--- src/rtl/gai_pkg.sv ---
package gai_pkg;
    localparam logic [1:0] TAG_INT = 2'b00;
    localparam logic [1:0] TAG_FP  = 2'b01;

    typedef enum logic [1:0] {
        CLS_INT   = 2'd0,
        CLS_FP    = 2'd1,
        CLS_OTHER = 2'd2
    } cls_e;

    localparam int NUM_CLS = 3;
endpackage

--- src/rtl/gai_rr_pick.sv ---
module gai_rr_pick #(
    parameter int SLOTS = 8,
    localparam int IW = $clog2(SLOTS)
) (
    input  logic [SLOTS-1:0] req,
    input  logic [IW-1:0]    last,
    output logic             found,
    output logic [IW-1:0]    idx
);
    always_comb begin
        found = 1'b0;
        idx   = '0;
        for (int k = 1; k <= SLOTS; k++) begin
            if (!found && req[(int'(last) + k) % SLOTS]) begin
                found = 1'b1;
                idx   = IW'((int'(last) + k) % SLOTS);
            end
        end
    end
endmodule

--- src/rtl/gai_slot_table.sv ---
module gai_slot_table
    import gai_pkg::*;
#(
    parameter int SLOTS = 8,
    localparam int IW = $clog2(SLOTS),
    localparam int CW = $clog2(SLOTS + 1)
) (
    input  logic                  clk,
    input  logic                  rst_n,
    input  logic                  wr_en,
    input  logic [IW-1:0]         wr_idx,
    input  logic [1:0]            wr_type,
    input  logic                  ret_en,
    input  logic [IW-1:0]         ret_idx,
    output logic [SLOTS-1:0]      valid,
    output logic [SLOTS-1:0][1:0] tag,
    output logic [CW-1:0]         cnt_int,
    output logic [CW-1:0]         cnt_fp
);
    typedef struct packed {
        logic [SLOTS-1:0]      valid;
        logic [SLOTS-1:0][1:0] tag;
        logic [CW-1:0]         cnt_int;
        logic [CW-1:0]         cnt_fp;
    } table_t;

    table_t st_d, st_q;
    logic   ret_live;

    always_comb begin
        st_d     = st_q;
        ret_live = ret_en && !(wr_en && (wr_idx == ret_idx));
        if (wr_en) begin
            if (st_q.valid[wr_idx] && st_q.tag[wr_idx] == TAG_INT) st_d.cnt_int = st_d.cnt_int - 1'b1;
            if (st_q.valid[wr_idx] && st_q.tag[wr_idx] == TAG_FP)  st_d.cnt_fp  = st_d.cnt_fp  - 1'b1;
            if (wr_type == TAG_INT) st_d.cnt_int = st_d.cnt_int + 1'b1;
            if (wr_type == TAG_FP)  st_d.cnt_fp  = st_d.cnt_fp  + 1'b1;
            st_d.valid[wr_idx] = 1'b1;
            st_d.tag[wr_idx]   = wr_type;
        end
        if (ret_live) begin
            if (st_q.valid[ret_idx] && st_q.tag[ret_idx] == TAG_INT) st_d.cnt_int = st_d.cnt_int - 1'b1;
            if (st_q.valid[ret_idx] && st_q.tag[ret_idx] == TAG_FP)  st_d.cnt_fp  = st_d.cnt_fp  - 1'b1;
            st_d.valid[ret_idx] = 1'b0;
        end
    end

    always_ff @(posedge clk) begin
        if (!rst_n) st_q <= '0;
        else        st_q <= st_d;
    end

    assign valid   = st_q.valid;
    assign tag     = st_q.tag;
    assign cnt_int = st_q.cnt_int;
    assign cnt_fp  = st_q.cnt_fp;

    // Independent recount, used only to check the incremental counters.
    logic [CW-1:0] recount_int, recount_fp;
    always_comb begin
        recount_int = '0;
        recount_fp  = '0;
        for (int i = 0; i < SLOTS; i++) begin
            if (st_q.valid[i] && st_q.tag[i] == TAG_INT) recount_int = recount_int + 1'b1;
            if (st_q.valid[i] && st_q.tag[i] == TAG_FP)  recount_fp  = recount_fp  + 1'b1;
        end
    end

    p_count_int_r2: assert property (@(posedge clk) disable iff (!rst_n)
        cnt_int == recount_int);
    p_count_fp_r2: assert property (@(posedge clk) disable iff (!rst_n)
        cnt_fp == recount_fp);
    p_write_wins_r2: assert property (@(posedge clk) disable iff (!rst_n)
        wr_en |=> valid[$past(wr_idx)] && tag[$past(wr_idx)] == $past(wr_type));
endmodule

--- src/rtl/gate_aware_issue.sv ---
module gate_aware_issue
    import gai_pkg::*;
#(
    parameter int SLOTS = 8,
    localparam int IW = $clog2(SLOTS),
    localparam int CW = $clog2(SLOTS + 1)
) (
    input  logic             clk,
    input  logic             rst_n,
    input  logic             wr_en,
    input  logic [IW-1:0]    wr_idx,
    input  logic [1:0]       wr_type,
    input  logic             ret_en,
    input  logic [IW-1:0]    ret_idx,
    input  logic [SLOTS-1:0] slot_ready,
    input  logic             int_unit_avail,
    input  logic             fp_unit_avail,
    output logic             issue_valid,
    output logic [IW-1:0]    issue_idx,
    output logic [1:0]       issue_type,
    output logic             prio_is_fp,
    output logic [CW-1:0]    int_count,
    output logic [CW-1:0]    fp_count
);
    typedef struct packed {
        logic                          prio_fp;
        logic [NUM_CLS-1:0][IW-1:0]    last;
    } sched_t;

    sched_t sc_d, sc_q;

    logic [SLOTS-1:0]      valid;
    logic [SLOTS-1:0][1:0] tag;

    gai_slot_table #(.SLOTS(SLOTS)) u_table (
        .clk     (clk),
        .rst_n   (rst_n),
        .wr_en   (wr_en),
        .wr_idx  (wr_idx),
        .wr_type (wr_type),
        .ret_en  (ret_en),
        .ret_idx (ret_idx),
        .valid   (valid),
        .tag     (tag),
        .cnt_int (int_count),
        .cnt_fp  (fp_count)
    );

    // Eligibility per class: valid, ready, and the class unit awake.
    logic [NUM_CLS-1:0][SLOTS-1:0] req;
    logic [NUM_CLS-1:0]            found;
    logic [NUM_CLS-1:0][IW-1:0]    pick;

    for (genvar gi = 0; gi < SLOTS; gi++) begin : g_elig
        assign req[CLS_INT][gi]   = valid[gi] && slot_ready[gi] && tag[gi] == TAG_INT && int_unit_avail;
        assign req[CLS_FP][gi]    = valid[gi] && slot_ready[gi] && tag[gi] == TAG_FP  && fp_unit_avail;
        assign req[CLS_OTHER][gi] = valid[gi] && slot_ready[gi] && tag[gi][1];
    end

    for (genvar gc = 0; gc < NUM_CLS; gc++) begin : g_pick
        gai_rr_pick #(.SLOTS(SLOTS)) u_pick (
            .req   (req[gc]),
            .last  (sc_q.last[gc]),
            .found (found[gc]),
            .idx   (pick[gc])
        );
    end

    logic [1:0] p_cls, o_cls, sel_cls;

    always_comb begin
        sc_d        = sc_q;
        p_cls       = sc_q.prio_fp ? 2'(CLS_FP) : 2'(CLS_INT);
        o_cls       = sc_q.prio_fp ? 2'(CLS_INT) : 2'(CLS_FP);
        sel_cls     = 2'(CLS_OTHER);
        issue_valid = 1'b0;
        if (found[p_cls]) begin
            sel_cls     = p_cls;
            issue_valid = 1'b1;
        end else if (found[o_cls]) begin
            sel_cls      = o_cls;
            issue_valid  = 1'b1;
            sc_d.prio_fp = ~sc_q.prio_fp;
        end else if (found[CLS_OTHER]) begin
            issue_valid = 1'b1;
        end
        issue_idx  = issue_valid ? pick[sel_cls] : '0;
        issue_type = issue_valid ? tag[issue_idx] : 2'b00;
        if (issue_valid) sc_d.last[sel_cls] = pick[sel_cls];
    end

    always_ff @(posedge clk) begin
        if (!rst_n) begin
            sc_q.prio_fp <= 1'b0;
            for (int c = 0; c < NUM_CLS; c++) sc_q.last[c] <= IW'(SLOTS - 1);
        end else begin
            sc_q <= sc_d;
        end
    end

    assign prio_is_fp = sc_q.prio_fp;

    p_issue_legal_r3: assert property (@(posedge clk) disable iff (!rst_n)
        issue_valid |-> valid[issue_idx] && slot_ready[issue_idx]);
    p_unit_block_r5: assert property (@(posedge clk) disable iff (!rst_n)
        issue_valid && issue_type == TAG_INT |-> int_unit_avail);
    p_unit_block_fp_r5: assert property (@(posedge clk) disable iff (!rst_n)
        issue_valid && issue_type == TAG_FP |-> fp_unit_avail);
    p_other_last_r8: assert property (@(posedge clk) disable iff (!rst_n)
        issue_valid && issue_type[1] |-> !(|req[CLS_INT]) && !(|req[CLS_FP]));
    p_prio_follows_r6: assert property (@(posedge clk) disable iff (!rst_n)
        issue_valid && !issue_type[1] |=> prio_is_fp == $past(issue_type[0]));
    p_prio_first_r4: assert property (@(posedge clk) disable iff (!rst_n)
        (prio_is_fp ? |req[CLS_FP] : |req[CLS_INT]) |->
            issue_valid && issue_type == (prio_is_fp ? TAG_FP : TAG_INT));
endmodule

--- config.mk ---
export PLATFORM = sky130hd
export DESIGN_NAME = gate_aware_issue
export DESIGN_NICKNAME = d
export VERILOG_FILES = /design/src/rtl/gai_pkg.sv /design/src/rtl/gai_rr_pick.sv /design/src/rtl/gai_slot_table.sv /design/src/rtl/gate_aware_issue.sv
export SDC_FILE = /design/constraint.sdc
export NUM_CORES = 1
export LEC_CHECK = 0
export BUFFER_PORTS_ARGS = -buffer_cell sky130_fd_sc_hd__buf_2
export CAP_MARGIN = 20
export CORE_AREA = 5 5 106 108
export CTS_BUF_LIST = sky130_fd_sc_hd__clkbuf_8
export DETAILED_ROUTE_END_ITERATION = 10
export DIE_AREA = 0 0 111 113
export PLACE_DENSITY = 0.83
export REMOVE_ABC_BUFFERS = 1
export SLEW_MARGIN = 20
export SYNTH_ARGS = -nofsm -noshare
export SYNTH_HDL_FRONTEND = slang
export SYNTH_SLANG_ARGS = --single-unit
--- constraint.sdc ---
create_clock -name clk -period 12.2 [get_ports clk]
set_input_delay 1.22 -clock clk [delete_from_list [all_inputs] [get_ports clk]]
set_output_delay 1.22 -clock clk [all_outputs]
set_load 0.02 [all_outputs]
Word level (Yosys, flattened, before mapping). Index checks and enable logic that the tools add are counted. Widths: inputs -> output; s select.

Memories: 0. Bits in latches: 0. Register bits after elaboration: 42. Memory bits (writable): 0. Memory bits (read-only): 0. Logic and storage cells: 421.

$mul: 0. $lt $le $gt $ge: 33. Reductions and logical operators: 136. Equality and inequality tests: 12. Div/mod/pow operators: 0. Bitwise logic cells: 29. Add/sub/neg operators: 30. Multiplexer cells: 166. Shift-type cells: 0.

Operators by type and width (count): $lt 4x5->1 const B (24); $mux 1 (83); $mux 3 (27); $bmux 1 s3 (26); $logic_and 1x1->1 (78); $reduce_or 3->1 (24); $add 3x3->3 const B (12); $mux 32 (1); $mux 4 (8); $and 1x1->1 const A (24); $eq 2x1->1 const B (11); $logic_not 1->1 (22); $logic_not 2->1 (11); $add 3x1->3 const B (6); $add 3x2->3 const B (6); $bmux 2 s3 (3); $bwmux 16 (1); $mux 8 (2); $sub 4x1->4 const B (4); $mux 2 (7); $lt 3x4->1 const B (3); $bwmux 9 (1); $add 4x1->4 const B (2); $and 8x8->8 (1); 14 further kinds (19).

Depth between registers and ports, before layout. Gate-level depths: netlist of run 1.

Depth in word-level cells: 38. Mapped depth: 18. Gate-level depth less buffers: 15.

Hierarchy. From an unflattened synthesis of run 1, not the netlist that was laid out.

Cells, all modules: 676. Area, all modules: 5595.4 um2.

Modules (own cells, without submodules): gai_rr_pick (area an instance 785.8 um2, cells an instance 93, instances 3, sequential area each 0.0 um2); gai_slot_table (area an instance 2269.7 um2, cells an instance 265, instances 1, sequential area each 640.6 um2); gate_aware_issue (area an instance 968.4 um2, cells an instance 132, instances 1, sequential area each 200.2 um2).

Worst setup path before layout of run 1. No wires, ideal clock.

Kind: input port to output port. Start: input port int_unit_avail. End: output port issue_type[0]. Cell stages on the path: 14. Data arrival time: 4.605 ns. Required time: 10.980 ns. Path buffers: 2. Setup slack: 6.375 ns. Cell sequence: clkbuf_1 -> or3b_1 -> mux2_2 -> mux4_2 -> and4_1 -> and2_4 -> buf_6 -> o21a_1 -> and3_4 -> or2_4 -> inv_2 -> mux4_1 -> mux2i_1 -> a21oi_1.

Longest elaborated chain between the ends: 36. Elaborated cells between the ends (all ways): 76.

RTL lines: from (decl) (RTL line gate_aware_issue.sv:16) `input logic int_unit_avail,`; $logic_and 1x1->1 (RTL line gate_aware_issue.sv:55) `assign req[CLS_INT][gi] = valid[gi] && slot_ready[gi] && tag[gi] == TAG_INT && int_unit_avail;`; $bmux 1 s3 (RTL line gai_rr_pick.sv:14) `if (!found && req[(int'(last) + k) % SLOTS]) begin`; $mux 1 (implied by the code) (2 in series) (RTL line gai_rr_pick.sv:14); $mux 1 (RTL line gai_rr_pick.sv:14); $logic_not 1->1 (RTL line gai_rr_pick.sv:14); $logic_and 1x1->1 (RTL line gai_rr_pick.sv:14); $mux 1 (RTL line gai_rr_pick.sv:14); $logic_not 1->1 (RTL line gai_rr_pick.sv:14); [... 20 more ...]; $mux 2 (RTL line gate_aware_issue.sv:77) `if (found[p_cls]) begin`; $bmux 3 s2 (RTL line gate_aware_issue.sv:87) `issue_idx = issue_valid ? pick[sel_cls] : '0;`; $mux 3 (implied by the code) (RTL line gate_aware_issue.sv:87); $mux 3 * (RTL line gate_aware_issue.sv:87); via issue_idx[0] (RTL line gate_aware_issue.sv:19) `output logic [IW-1:0] issue_idx,`; $bmux 2 s3 * (RTL line gate_aware_issue.sv:88) `issue_type = issue_valid ? tag[issue_idx] : 2'b00;`; $mux 2 (implied by the code) * (RTL line gate_aware_issue.sv:88); $mux 2 * (RTL line gate_aware_issue.sv:88); to (decl) (RTL line gate_aware_issue.sv:20) `output logic [1:0] issue_type,`.

Mark *: on every way through the listed nets, which the timed path passes. The rest lies on a longest branch. The select of a mux whose other input is x is not followed.

Worst setup path in the final report of run 1.
Start: register sc_q[0] (netlist name). End: output port issue_type[0].

Longest elaborated chain between the ends: 36. Elaborated cells between the ends (all ways): 76.

RTL lines: from (decl) (RTL line gate_aware_issue.sv:30) `sched_t sc_d, sc_q;`; $add 3x1->3 (RTL line gai_rr_pick.sv:14, gai_rr_pick.sv:16); $bmux 1 s3 (RTL line gai_rr_pick.sv:14); $mux 1 (implied by the code) (2 in series) (RTL line gai_rr_pick.sv:14); $mux 1 (RTL line gai_rr_pick.sv:14); $logic_not 1->1 (RTL line gai_rr_pick.sv:14); $logic_and 1x1->1 (RTL line gai_rr_pick.sv:14); $mux 1 (RTL line gai_rr_pick.sv:14); $logic_not 1->1 (RTL line gai_rr_pick.sv:14); [... 19 more ...]; $mux 2 (RTL line gate_aware_issue.sv:80) `end else if (found[o_cls]) begin`; $mux 2 (RTL line gate_aware_issue.sv:77); $bmux 3 s2 (RTL line gate_aware_issue.sv:87); $mux 3 (implied by the code) (RTL line gate_aware_issue.sv:87); $mux 3 (RTL line gate_aware_issue.sv:87); $bmux 2 s3 (RTL line gate_aware_issue.sv:88); $mux 2 (implied by the code) (RTL line gate_aware_issue.sv:88); $mux 2 * (RTL line gate_aware_issue.sv:88).

Mark *: on every way between the ends. The rest lies on a longest branch, timed or not. The select of a mux whose other input is x is not followed.

==> results_dict.tcl, run 1 <==
set metrics [dict create \
    area_growth_pct 4.33 \
    drive_above_1_share_pct 15.8 \
    synth-async-reset-ratio_pct 0 \
    cpMostUsedCell "nor3_1" \
    slew_viol_final 0 \
    die-area_um2 12500 \
    dr.pass1.iters 6 \
    die_x_um 111 \
    grt_usage_pct 31.5 \
    rows 37 \
    gp_congestion 1.00 \
    fin_nets 817 \
    syn_area_um2 6440 \
    grt_overflow_total 0 \
    grt_max_degree 44 \
    synth_top_area_cell "dfxtp_1" \
    start_kind "flip-flop" \
    relSlewSlack_pct 33.1 \
    cts_tree "built" \
    ff_latch_area_um2 841 \
    ys_types 90 \
    hold_violations 0 \
    postCtsSetupRepairBufs 0 \
    seq_area_frac_synth_pct 13.0 \
    fin_setup_tns_ns 0 \
    hp-class "reg -> reg" \
    cp_cell_sequence "inv_1 -> ha_1 -> nand2_1 -> nor3_1 -> nor3_1 -> or4_1 -> and4b_1 -> and2_4 -> o21a_1 -> and3_4 -> or2_4 -> inv_2 -> mux4_1 -> mux2i_1 -> a21oi_1 -> buf_2" \
    fillCellCount 845 \
    antenna_found_initial 0 \
    port_buffers 36 \
    ys.flop_type "dfxtp_1" \
    drc 0 \
    dpl_cell_area_um2 6590 \
    endpoint "issue_type[0]" \
    slowest_delay_ns 0.97 \
    fin_skew_ns 0.00622 \
    synth_seq_cells 42 \
    drt_iter0_markers 1247 \
    dp_hpwl_um 15200 \
    crit_path_start "sc_q[0]" \
    cp_top_family "simple AND/OR/NAND/NOR gates" \
    synth_area_leaders "dfxtp_1 (13%), mux4_2 (13%), mux2i_1 (8.1%)" \
    cp_max_fo 25 \
    reg2reg_slack_ns 6.35 \
    synth_edf_count 0 \
    grt_first_pass_wirelength_um 33000 \
    yosysWarnings 0 \
    slowest_stage "ha_1" \
    routed_via_density 7.37 \
    finalSetupViolations 0 \
    yosysMostFrequentCell "nand2_1" \
    crit_type "reg -> out" \
    max-vdd-ir-drop_v 0.000176 \
    insertion_delay_ns 0.31 \
    wirelength_um 20300 \
    p_per_area_nw_per_um2 176 \
    min_period_ns 7.58 \
    cts.sinks 42 \
    crit_cells 16 \
    cts.htree.levels 2 \
    regToRegEndpoint "sc_q[6]" \
    worstReg2RegStart "sc_q[0]" \
    synth_cells 788 \
    cts-root-buf "clkbuf_8" \
    crit_required_ns 10.98 \
    status "finished, final reports clean" \
    final_area_um2 6720 \
    rsz0062_at_grt "no" \
    core_area_um2 10100 \
    die_y_um 113 \
    vias 6782 \
    hold_buffers 0 \
    reg2reg_depth 14 \
    synth_common_cells "nand2_1 (82), mux2i_1 (52), nor2_1 (48)" \
    synth_top_area_share_pct 13.0 \
    clk_path_buf_depth 2 \
    maxCapViolCount 0 \
    syn_area_per_cell_um2 8.18 \
    worst_pin_slew_ns 1.00 \
    post_drt_wl_per_cell_um 22.0 \
    pin_count 37 \
    grt_pass1_vias 6261 \
    path_buf_inv 3 \
    fmax_mhz 132 \
    start_util_pct 63.6 \
    numCtsBuffers 5 \
    n_antenna_cell 0 \
    min_period_over_period_pct 62.1 \
    end_kind "output pin" \
    worstPathArrival_ns 6.36 \
    ctsResizeCount 0 \
    path_clk_slew_ns 0.09 \
    p_total_w 0.00118 \
    drtAntennaViolNets 0 \
    multi_input_area_um2 5290 \
    leakage_nw 2.43 \
]
## metal layers
metal / wire, µm / GRT usage [%] / up-vias
li1: - / - / 3036
met1: 8010 / 43.3 / 3178
met2: 9430 / 51.8 / 497
met3: 2200 / 4.49 / 71
met4: 621 / 9.69 / 0
met5: 0 / 0 / -
## layout make-up
| cell class | instances | area share, % |
|---|---|---|
| flip-flops and latches | 42 | 12.5 |
| repair buffers | 37 | 2.79 |
| multi-input cells | 670 | 78.6 |
| clock buffers | 5 | 1.02 |
| well taps | 136 | 2.53 |
| inverters | 27 | 1.51 |
| clock inverters | 3 | 1.02 |
## power breakdown
group	switching, W	leakage [nW]	internal (W)
Clock	0.0000562	0.0683	0.0000821
Sequential	0.0000619	0.343	0.000153
Combinational	0.000498	2.02	0.000331
Total	0.000616	2.43	0.000567
## worst min-delay path by stage
stage,start,to,slack (ns),cells after the start
after floorplan,u_table.tag[15],u_table.tag[15],0.49,2
after global placement,u_table.tag[7],u_table.tag[7],0.56,2
after detailed placement,u_table.tag[7],u_table.tag[7],0.56,2
after CTS,u_table.tag[7],u_table.tag[7],0.58,2
after global routing,u_table.tag[7],u_table.tag[7],0.60,2
final,u_table.tag[7],u_table.tag[7],0.60,2
## per-stage QoR
step	instances	worst slack (ns)	hold WS, ns	utilization, %
6_report	920	4.62	0.603	66.3
5_1_grt	920	4.31	0.600	66.3
4_1_cts	920	4.81	0.576	66.3
3_5_place_dp	912	5.17	0.564	65.0
3_3_place_gp	912	5.33	0.561	65.0
2_1_floorplan	739	6.04	0.493	-
## cells in the final DEF, fill, tap and decap left out, types with 10 or more instances in the layout
master / Yosys / final
dfxtp_1: 42 / 42
nand2b_1: 14 / 14
nand3_1: 19 / 19
nor3_1: 22 / 22
a21oi_1: 29 / 29
nand2_1: 82 / 82
a21boi_0: 10 / 10
and4b_1: 10 / 10
inv_1: 22 / 22
nor2_1: 48 / 48
a22oi_1: 10 / 10
mux2_2: 11 / 11
buf_2: 8 / 36
mux2i_1: 52 / 52
and3_1: 15 / 15
ha_1: 12 / 12
and2_1: 12 / 12
o21ai_0: 47 / 47
nor2b_1: 23 / 23
o22ai_1: 11 / 11
mux4_2: 37 / 37
xnor2_1: 24 / 24
## sequential cells by signal, summed over array words and instances, names as in the netlist
| name | count |
|---|---|
| u_table.cnt_fp | 4 |
| u_table.tag | 16 |
| u_table.cnt_int | 4 |
| prio_is_fp | 1 |
| sc_q | 9 |
| u_table.valid | 8 |
## cell families after synthesis
kind of cell	Yosys count	synth area share, %
multiplexers	105	25.0
adder cells (fa/ha/maj)	12	2.33
AND/OR/NAND/NOR	321	28.4
flip-flops	42	13.0
XOR/XNOR	33	4.60
AO/OA/AOI/OAI	199	21.7
buffers and inverters	76	4.93
## tightest hold or removal path, delay by kind of cell (launching register included)
kind,cells,cell delay (ns)
flip-flops,1,0.41
AND/OR/NAND/NOR,1,0.09
AO/OA/AOI/OAI,1,0.07
No activity file was read; power rests on OpenSTA's default activity.
==> run 2, diff against run 1 <==
ABC_AREA = 1   (was default)
CORE_AREA = 5 5 100 102   (was 5 5 106 108)
DIE_AREA = 0 0 105 107   (was 0 0 111 113)
PLACE_DENSITY = 0.79   (was 0.83)
clock period = 6.1 ns   (was 12.2 ns; I/O delays follow)
==> run 2 against run 1 <==
- combinational power increased by 140%
- via count decreased by 13%
- design area decreased by 20%
- utilization decreased by 6.6 points
- register-to-register slack got worse by 3.9 ns
- synthesized cell count increased by 12%
- global-route usage decreased by 5.7 points
- wire length decreased by 28%
- largest power group unchanged
- highest routed layer unchanged
==> results_dict.tcl, run 2 <==
set metrics [dict create \
    slowest_delay_ns 0.62 \
    drtAntennaViolNets 0 \
    cts_tree "built" \
    area_growth_pct 5.25 \
    die_x_um 105 \
    insertion_delay_ns 0.30 \
    postCtsSetupRepairBufs 0 \
    final_area_um2 5390 \
    synth_edf_count 0 \
    cts.htree.levels 2 \
    fmax_mhz 213 \
    hold_buffers 0 \
    reg2reg_depth 18 \
    layout_commonest_cell "nand2_1" \
    holdPathEnd "prio_is_fp" \
    synth_top_area_cell "dfxtp_1" \
    fin_nets 935 \
    dr.pass1.iters 6 \
    largest_reg_flops 16 \
    slew_viol_final 0 \
    status "finished, final reports clean" \
    clk_path_buf_depth 2 \
    cts-root-buf "clkbuf_8" \
    grt_max_degree 31 \
    regToRegEndpoint "sc_q[8]" \
    cp_cell_sequence "clkinv_1 -> ha_1 -> inv_1 -> nand3_1 -> nand2_1 -> nand2_1 -> nand2_1 -> nand3_2 -> nor2_2 -> nand4_1 -> nor2_2 -> a21oi_4 -> nand3_1 -> nand2_2 -> nor2_4 -> nand3_1 -> nand3_1 -> nand2_1 -> nor2_1 -> buf_2" \
    antenna_found_initial 0 \
    yosysMostFrequentCell "nand2_1" \
    end_kind "output pin" \
    port_buffers 36 \
    start_kind "flip-flop" \
    drt_iter0_markers 543 \
    maxCapViolCount 0 \
    synth_area_leaders "dfxtp_1 (16%), nand3_1 (16%), nand2_1 (16%)" \
    path_clk_slew_ns 0.08 \
    crit_type "reg -> out" \
    drive_above_1_share_pct 12.3 \
    synth_seq_cells 42 \
    cp_top_family "simple AND/OR/NAND/NOR gates" \
    max-vdd-ir-drop_v 0.000315 \
    synth_top_area_share_pct 16.4 \
    fin_cells 1013 \
    layout_common_cells "nand2_1 (212), nand3_1 (159), inv_1 (109)" \
    drc 0 \
    die-area_um2 11200 \
    rows 35 \
    p_per_area_nw_per_um2 475 \
    wirelength_um 14500 \
    fin_util_pct 59.8 \
    routed_via_density 5.84 \
    dp_hpwl_um 11700 \
    start_util_pct 56.8 \
    synth_common_cells "nand2_1 (212), nand3_1 (159), inv_1 (108)" \
    n_antenna_cell 0 \
    crit_required_ns 5.49 \
    cp_max_fo 9 \
    slowest_stage "dfxtp_1" \
    ys_types 50 \
    path_buf_inv 3 \
    hold_depth 2 \
    leakage_nw 2.71 \
    post_drt_wl_per_cell_um 14.4 \
    ys.flop_type "dfxtp_1" \
    vias 5913 \
    grt_first_pass_wirelength_um 24600 \
    dp.cells 1005 \
    pin_count 37 \
    hp-start "prio_is_fp" \
    seq_area_frac_synth_pct 16.4 \
    grt_pass1_vias 5094 \
    reg2reg_slack_ns 2.41 \
    finalSetupViolations 0 \
    worst_pin_slew_ns 0.587 \
    fin_skew_ns 0.0111 \
    cts.sinks 42 \
    relSlewSlack_pct 60.8 \
    worstPathArrival_ns 4.09 \
    syn_area_um2 5120 \
    dpl_cell_area_um2 5280 \
    gp_congestion 1.01 \
    min_period_over_period_pct 77.1 \
    fin_setup_tns_ns 0 \
    whs_ns 0.561 \
    numCtsBuffers 5 \
    hp-class "reg -> reg" \
    die_y_um 107 \
    ctsResizeCount 0 \
    hold_violations 0 \
    rsz0062_at_grt "no" \
    grt_usage_pct 25.8 \
    syn_area_per_cell_um2 5.82 \
    synth-async-reset-ratio_pct 0 \
    grt_overflow_total 0 \
    fillCellCount 911 \
    core_area_um2 9020 \
    min_period_ns 4.70 \
    worstReg2RegStart "sc_q[1]" \
    synth_cells 880 \
    yosysWarnings 0 \
]
## run 2: cell count changes in the layout (fill, tap and decap cells not counted), sizes merged, moves of 23 or more
cell / change
nor2b: -23
mux4: -42
nor2: +49
inv: +97
a21oi: +24
nand2: +143
mux2i: -52
nand3: +147
## run 2: metrics by stage
stage                     setup slack, ns  power (W)
final                                1.40    0.00256
after global routing                0.973    0.00281
after CTS                            1.45    0.00254
after detailed placement             1.79    0.00232
after global placement               1.81    0.00231
after floorplan                      2.27    0.00187
## run 2: cell type report
cell class | count | area, µm² | share of cell area [%]
clock inverters | 3 | 41.3 | 0.766
flip-flops and latches | 42 | 841 | 15.6
inverters | 126 | 473 | 8.77
multi-input cells | 690 | 3650 | 67.7
repair buffers | 36 | 180 | 3.34
well taps | 111 | 139 | 2.58
clock buffers | 5 | 68.8 | 1.28
## run 2: kinds of logic (layout without fill, tap and decap cells)
kind of cell             count (synthesis)  count (layout)  synth area share (%)
flip-flops                              42              42                  16.4
XOR/XNOR                                13              13                  4.13
AO/OA/AOI/OAI                          140             140                  16.3
adder cells (fa/ha/maj)                 12              12                  2.93
buffers and inverters                  148             170                  12.4
AND/OR/NAND/NOR                        525             525                  47.9
## run 2: worst max path at each step
| stage | startpoint | to | slack, ns | cells past startpoint |
|---|---|---|---|---|
| 5_1_grt | sc_q[1] | issue_type[0] | 0.97 | 19 |
| 3_5_place_dp | sc_q[1] | issue_type[0] | 1.79 | 20 |
| 2_1_floorplan | sc_q[1] | issue_type[0] | 2.27 | 21 |
| 6_report | sc_q[1] | issue_type[0] | 1.40 | 20 |
| 4_1_cts | sc_q[1] | issue_type[0] | 1.45 | 20 |
| 3_3_place_gp | sc_q[1] | issue_type[0] | 1.81 | 20 |
## run 2: power breakdown
part | internal, W | switching [W] | leakage [nW]
Sequential | 0.000300 | 0.0000608 | 0.343
Clock | 0.000121 | 0.0000993 | 0.0556
Combinational | 0.000636 | 0.00134 | 2.31
## run 2: worst reg2reg max path, stage by stage, from the launching register on
cell and delay [ns]:
dfxtp_1 0.62, clkinv_1 0.39, ha_1 0.48, inv_1 0.20
nand3_1 0.15, nand2_1 0.11, nand2_1 0.06, nand2_1 0.10
nand3_2 0.11, nor2_2 0.18, nand4_1 0.17, nor2_2 0.21
a21oi_4 0.06, nand3_1 0.19, nand2_2 0.12, nor2_4 0.18
o211ai_1 0.12, nand3_1 0.10, nand2_1 0.05
## run 2: metal layers
| metal | vias up | GRT usage, % | share of wire, % |
|---|---|---|---|
| met2 | 286 | 42.9 | 46 |
| li1 | 2974 | - | - |
| met1 | 2622 | 36.2 | 44 |
| met4 | 0 | 4.84 | 1.8 |
| met5 | - | 0 | 0 |
| met3 | 31 | 3.07 | 8.3 |
